$ cat src/rtl/ssc_pkg.sv
package ssc_pkg;
   typedef enum logic [1:0] {
      SSC_IDLE   = 2'd0,
      SSC_PUSH   = 2'd1,
      SSC_POP    = 2'd2,
      SSC_UNWIND = 2'd3
   } ssc_op_e;

   localparam int unsigned SSC_STEP      = 8;
   localparam int unsigned SSC_UNWIND_W  = 8;
endpackage

$ cat src/rtl/ssc_ctrl.sv
module ssc_ctrl
   import ssc_pkg::*;
#(
   parameter int unsigned DEPTH = 16,
   localparam int unsigned PTR_W = $clog2(DEPTH*SSC_STEP + 1),
   localparam int unsigned IDX_W = $clog2(DEPTH)
) (
   input  logic                    clk,
   input  logic                    rst_n,
   input  logic                    enable,
   input  logic                    call_valid,
   input  logic                    ret_valid,
   input  logic                    unwind_valid,
   input  logic [SSC_UNWIND_W-1:0] unwind_count,
   input  logic                    same,
   output logic [PTR_W-1:0]        ssp,
   output logic                    we,
   output logic [IDX_W-1:0]        widx,
   output logic [IDX_W-1:0]        ridx,
   output logic                    fault_cp,
   output logic                    fault_ovf,
   output logic                    fault_unf
);
   localparam int unsigned EMPTY = DEPTH * SSC_STEP;
   localparam int unsigned SUM_W = PTR_W + SSC_UNWIND_W + 4;

   ssc_op_e          op;
   logic             is_full, is_empty, unwind_bad;
   logic [PTR_W-1:0] ssp_dn, ssp_up, ssp_nx;
   logic [SUM_W-1:0] unwind_sum;

   always_comb begin
      if (enable && call_valid)      op = SSC_PUSH;
      else if (enable && ret_valid)  op = SSC_POP;
      else if (unwind_valid)         op = SSC_UNWIND;
      else                           op = SSC_IDLE;
   end

   assign is_full    = (ssp == '0);
   assign is_empty   = (ssp == PTR_W'(EMPTY));
   assign ssp_dn     = ssp - PTR_W'(SSC_STEP);
   assign ssp_up     = ssp + PTR_W'(SSC_STEP);
   assign unwind_sum = SUM_W'(ssp) + (SUM_W'(unwind_count) << 3);
   assign unwind_bad = (unwind_sum > SUM_W'(EMPTY));
   assign widx       = ssp_dn[IDX_W+2:3];
   assign ridx       = ssp[IDX_W+2:3];
   assign we         = (op == SSC_PUSH) && !is_full;

   always_comb begin
      ssp_nx = ssp;
      unique case (op)
         SSC_PUSH:   if (!is_full)    ssp_nx = ssp_dn;
         SSC_POP:    if (!is_empty)   ssp_nx = ssp_up;
         SSC_UNWIND: if (!unwind_bad) ssp_nx = unwind_sum[PTR_W-1:0];
         default:    ssp_nx = ssp;
      endcase
   end

   always_ff @(posedge clk) begin
      if (!rst_n) begin
         ssp       <= PTR_W'(EMPTY);
         fault_cp  <= 1'b0;
         fault_ovf <= 1'b0;
         fault_unf <= 1'b0;
      end else begin
         ssp       <= ssp_nx;
         fault_cp  <= (op == SSC_POP) && !is_empty && !same;
         fault_ovf <= (op == SSC_PUSH) && is_full;
         fault_unf <= ((op == SSC_POP) && is_empty) ||
                      ((op == SSC_UNWIND) && unwind_bad);
      end
   end
endmodule

$ cat config.mk
export PLATFORM = sky130hd
export DESIGN_NAME = ssc_ctrl
export DESIGN_NICKNAME = d
export VERILOG_FILES = /design/src/rtl/ssc_pkg.sv /design/src/rtl/ssc_ctrl.sv
export SDC_FILE = /design/constraint.sdc
export NUM_CORES = 1
export LEC_CHECK = 0
export ABC_AREA = 0
export BUFFER_PORTS_ARGS = -buffer_cell sky130_fd_sc_hd__buf_2
export CORE_ASPECT_RATIO = 1.1
export CORE_MARGIN = 2
export CORE_UTILIZATION = 48
export DETAILED_ROUTE_END_ITERATION = 10
export GPL_ROUTABILITY_DRIVEN = 0
export GPL_TIMING_DRIVEN = 0
export PLACE_DENSITY = 0.79
export SETUP_SLACK_MARGIN = 0.3
export SYNTH_ARGS = -nofsm -noshare
export SYNTH_HDL_FRONTEND = slang
export SYNTH_SLANG_ARGS = --single-unit
export TNS_END_PERCENT = 10
$ cat constraint.sdc
create_clock -name clk -period 4 [get_ports clk]
set_clock_uncertainty 0.2 [all_clocks]
set_input_delay 0.6 -clock clk [delete_from_list [all_inputs] [get_ports clk]]
set_output_delay 0.6 -clock clk [all_outputs]
set_load 0.05 [all_outputs]
======== Yosys cells after proc, flatten, opt, wreduce, memory -nomap -nowiden ========
Index checks and enable logic that the tools add are counted.
cells by class
  add/sub/neg operators ................... 3
  order comparisons ....................... 1
  eq/ne operators ......................... 7
  multiplexer cells ....................... 7
  reduce and logical (&&, ||, !) cells .... 15
operators by type and width
  cell                                                 number
  two-way mux 8 bit                                    3
  case mux 8 bit (3 select lines)                      1
  adder 8 x 11 -> 12 bit                               1
  > comparator 12 x 8 -> 1 bit, second input constant  1
  adder 8 x 4 -> 8 bit, second input constant          1
  equality test 8 bit, second input constant           1
  logical AND 1 bit                                    8
  logical NOT 8 bit                                    1
  subtractor 8 x 4 -> 8 bit, second input constant     1
  two-way mux 2 bit                                    3
  inequality test 2 bit, second input constant         3
  equality test 2 bit, second input constant           2
  AND reduction 4 bit                                  1
  logical NOT 1 bit                                    3
  nonzero test 3 bit                                   1
  equality test 2 x 1 -> 1 bit, second input constant  1
  logical OR 1 bit                                     1
storage, ports and cells
  register bits after elaboration ......... 11
  input port bits ......................... 15
  output and inout port bits .............. 20
  word-level logic and storage cells ...... 37

======== Depth between registers and ports, before layout ========
  depth after elaboration ................. 6
  depth in mapped cells ................... 8
  depth with buffers taken out ............ 8

======== Worst setup path before layout ========
Ideal clock, no wire load.
  path type ............................... register to register
  start point ............................. register ssp[3]
  end point ............................... register ssp[5]
  setup time .............................. 0.116 ns
  arrival time ............................ 2.907 ns
  required time ........................... 3.684 ns
  path slack .............................. 0.777 ns
  cell stages (with the launch flop) ...... 9
  path buffers ............................ 0
  clock period less this slack ............ 3.223 ns
  cells stage by stage .................... dfxtp_1 ha_1 fa_1 or3b_1 a211oi_2 nor4_1 o41ai_4 o221ai_1 o211a_1
between the ends
  word-level cells in the longest chain between the ends .. 4
  elaborated cells between the ends (all ways) .. 14
  those cells by class .................... 3 x add/sub; 1 x order compare; 4 x eq/ne; 4 x mux; 2 x reduce/logical
RTL lines
  element                          RTL line        text
  start, declared                  ssc_ctrl.sv:16  output logic [PTR_W-1:0] ssp,
  start signal, assigned           ssc_ctrl.sv:61  ssp <= PTR_W'(EMPTY);
  start signal, assigned           ssc_ctrl.sv:66  ssp <= ssp_nx;
  adder 8 x 11 -> 12 bit           ssc_ctrl.sv:43  assign unwind_sum = SUM_W'(ssp) + (SUM_W'(unwind_count) << 3);
  > comparator 12 x 8 -> 1 bit     ssc_ctrl.sv:44  assign unwind_bad = (unwind_sum > SUM_W'(EMPTY));
  inequality test 2 bit (no line)  n/a
  AND reduction 4 bit (no line)    n/a
Several ways; a longest one is shown, not always the timed one. The select of a mux whose other input is x is not followed.
A chain may end at the register's enable or synchronous reset.

======== Final worst setup path ========
Ends and elaborated chain as after synthesis.

==> impl_results.md <==
- Worst R2R Start: ssp[3]
- Worst-case headroom to the max-slew limit: 0.6019
- Post-Syn Area: 912.1 um^2
- Row count: 16
- Number of inserted filler cells in the final layout: 171
- Clock edge transition at the registers on the reported setup and hold paths: 0.07 ns
- Longest Clk Path Bufs: 2
- Leakage power figure: 0.5387 nW
- Cts-stage hold buffer count: 0
- Cts bufs inserted: 3
- Root cell of the clock tree: sky130_fd_sc_hd__clkbuf_4
- Detail Placement HPWL: 1730 um
- Total area of multi-input combinational cells: 675.6 um^2
- Worst-Margin Slew: 0.5917 ns
- Number of slew-limit violations in the final report: 0
- Overflow left after global routing: 0
- Cell count after placement: 163
- Part of the power in combinational logic: 0.661
- Maximum clock frequency: 0.3137 GHz
- Category of the worst setup path launch point: flip-flop
- Total Power Consumption: 503.7 uW
- Deepest level of the CTS H-tree: 1
- Worst Hold End: fault_cp
- IO Pins: 35
- Total power divided by cell area: 449.8 mW/mm^2
- Post-DR wirelength/cell: 13.00 um
- Floorplan die area: 0.002265 mm^2
- Clock sink count: 8
- Library cells used by synthesis: 44
- Initial Util: 0.5119
- Share of async-settable or async-resettable flops after synthesis: 0
- Number of max-cap violations: 0
- Number of iterations in the first detailed-routing pass: 6
- Maximum number of pins on one net before global-route repair: 10
- Syn_area_per_cell: 8.144 um^2
- Leading area contributor after synthesis: sky130_fd_sc_hd__dfxtp_1
- Internal power component: 230.3 uW
- DRC Markers: 0
- Seq/Total Area, Yosys: 0.1756
- Cells on worst reg2reg path: 8
- Growth of design area from synthesis to finish: 22.77%
- PostCTS Resize Cnt: 0
- Antenna violations before repair: 0
- Inserted Diodes: 0
- Worst IR drop on VDD: 277.7 uV
- WL final: 2158 um
- CORE AREA: 0.001782 mm^2
- Clock latency at the later pin of the worst-skew pair: 0.27 ns
- Final clock period utilization by the worst path: 0.7969
- Antenna viol nets, final: 0
- Net Switching: 273.4 uW
- Crit Path Max Fanout: 9
- FF+latch area: 160.2 um^2
- Post-Synthesis Cells: 112
- Net Sw Frac: 0.5428
- Initial DRC Count: 12
- Horizontal extent of the die: 45.57 um
- Worst hold slack: 0.4173 ns
- Total Nets Final: 174
- Global-route total usage across every layer: 0.2173
- Vias in the first global route: 878
- Port buffer count: 31
- Fin util: 0.6285
- Fraction of layout cells with a size suffix above 1: 0.3311
- R2R Setup Slk: 0.81 ns
- Origin of the worst min-delay path: same
- Post-CTS setup repair buffer count: 0
- Setup_tns: 0 ns
- Share of total power in sequential cells: 0.206
- Post-layout min period: 3.188 ns
- Vias: 956
- Wire length of the first global-routing pass: 3719 um
- Critical Path Sink Type: flip-flop
- Crit path kind: reg -> reg
- Class of the worst hold path: in -> reg
- Number of flip-flops and latches in the synthesized netlist: 8
- Number of flops mapped to enable cells by yosys: 0
- Main synth FF type: sky130_fd_sc_hd__dfxtp_1
- Portion of synthesized cell area occupied by the leading cell type: 0.1756
- Result of the run: complete, no violations
- Top cells by area in the synthesized netlist: sky130_fd_sc_hd__dfxtp_1 18%, sky130_fd_sc_hd__ha_1 11%, sky130_fd_sc_hd__buf_4 6.6%
- Part of the total power dissipated in the clock network: 0.133
- Via density: 5.759
- Count of warnings emitted by yosys: 0
- Setup repair after global routing missed its margin: false
- Final Non-Filler Cells: 166
- Worst hold path cell count: 2
- Die height: 49.72 um
- Setup-failing EPs final: 0
- Final hold viol count: 0
- Worst flop-to-flop path endpoint: ssp[5]
- Clock tree from TritonCTS: yes
- Worst endpoint data arrival time: 3.16 ns
- Data required time of the critical path: 3.97 ns
==> worst max-delay path, cell delays in order (launching register included) <==
cell,delay (ns)
sky130_fd_sc_hd__dfxtp_1,0.49
sky130_fd_sc_hd__ha_1,0.27
sky130_fd_sc_hd__fa_1,0.49
sky130_fd_sc_hd__or3b_1,0.40
sky130_fd_sc_hd__a211oi_2,0.17
sky130_fd_sc_hd__nor4_1,0.12
sky130_fd_sc_hd__o41ai_4,0.59
sky130_fd_sc_hd__o221ai_1,0.22
sky130_fd_sc_hd__o211a_1,0.16
==> cell families after synthesis <==
group / count (synthesis) / share of synthesized area
AND/OR/NAND/NOR: 39 / 0.2291
AO/OA/AOI/OAI: 32 / 0.2785
buffers and inverters: 14 / 0.09191
adder cells (fa/ha/maj): 9 / 0.1317
XOR/XNOR: 8 / 0.07681
flip-flops: 8 / 0.1756
other: 1 / 0.004111
multiplexers: 1 / 0.01234
==> metrics by stage <==
step	instance area, um^2	setup WS, ns
2_1_floorplan	919.6	0.7766
3_3_place_gp	1097	0.6622
3_5_place_dp	1097	0.6105
4_1_cts	1120	0.8140
5_1_grt	1120	0.6540
6_report	1120	0.8122
==> final cells by class <==
type                    count  share of cell area
inverters                   3             0.01006
well taps                  18             0.02011
plain buffers              11             0.06480
clock buffers               3             0.02011
repair buffers             31              0.1385
flip-flops and latches      8              0.1430
multi-input cells          92              0.6034
==> sequential cells by signal (all words and copies together), names as in the netlist <==
signal / flops
fault_cp: 1
fault_ovf: 1
fault_unf: 1
ssp: 5
==> power by group through the flow <==
| stage | registers [mW] | logic [mW] | clock network, mW |
|---|---|---|---|
| floorplan | 0.134 | 0.235 | 0 |
| global placement | 0.106 | 0.325 | 0 |
| detailed placement | 0.106 | 0.330 | 0 |
| CTS | 0.104 | 0.331 | 0.0668 |
| global route | 0.106 | 0.357 | 0.0753 |
| finish | 0.104 | 0.333 | 0.0672 |
==> routing by layer <==
layer,vias to the layer above,GRT usage,part of all wire
li1,480,-,-
met1,438,0.2721,0.45
met2,33,0.3568,0.47
met3,5,0.03663,0.059
met4,0,0.08333,0.018
met5,-,0,0
==> how the worst max path moves through the flow <==
stage | startpoint | end | slack [ns]
5_1_grt | ssp[3] | ssp[5] | 0.65
6_report | ssp[3] | ssp[5] | 0.81
4_1_cts | ssp[3] | ssp[5] | 0.81
3_5_place_dp | unwind_count[0] | ssp[5] | 0.61
3_3_place_gp | unwind_count[0] | ssp[5] | 0.66
2_1_floorplan | ssp[3] | ssp[5] | 0.78
==> cell usage in the layout, fill, tap and decap left out, types with 3 or more instances in the layout <==
master                     instances
sky130_fd_sc_hd__clkbuf_4          3
sky130_fd_sc_hd__nor2_1            5
sky130_fd_sc_hd__inv_1             3
sky130_fd_sc_hd__xor2_1            4
sky130_fd_sc_hd__nand2_1           9
sky130_fd_sc_hd__ha_1              8
sky130_fd_sc_hd__buf_4             8
sky130_fd_sc_hd__conb_1            3
sky130_fd_sc_hd__a21oi_1           5
sky130_fd_sc_hd__dfxtp_1           8
sky130_fd_sc_hd__and2_1            3
sky130_fd_sc_hd__o21ai_0           7
sky130_fd_sc_hd__nand3_1           7
sky130_fd_sc_hd__buf_2            32
sky130_fd_sc_hd__nor3_1            4
sky130_fd_sc_hd__xnor2_1           4
==> cell usage after synthesis (all sizes together) (2+ instances only) <==
cell type  count
nand4          2
o21ai          8
o2111ai        2
nor3           4
xor2           4
xnor2          4
dfxtp          8
nand3          7
and4           2
nand2          9
clkbuf         2
a21oi          5
inv            3
ha             8
a211oi         2
and2           3
buf            9
a21boi         2
nor2           5
o211a          2
No activity file was read; power rests on OpenSTA's default activity.
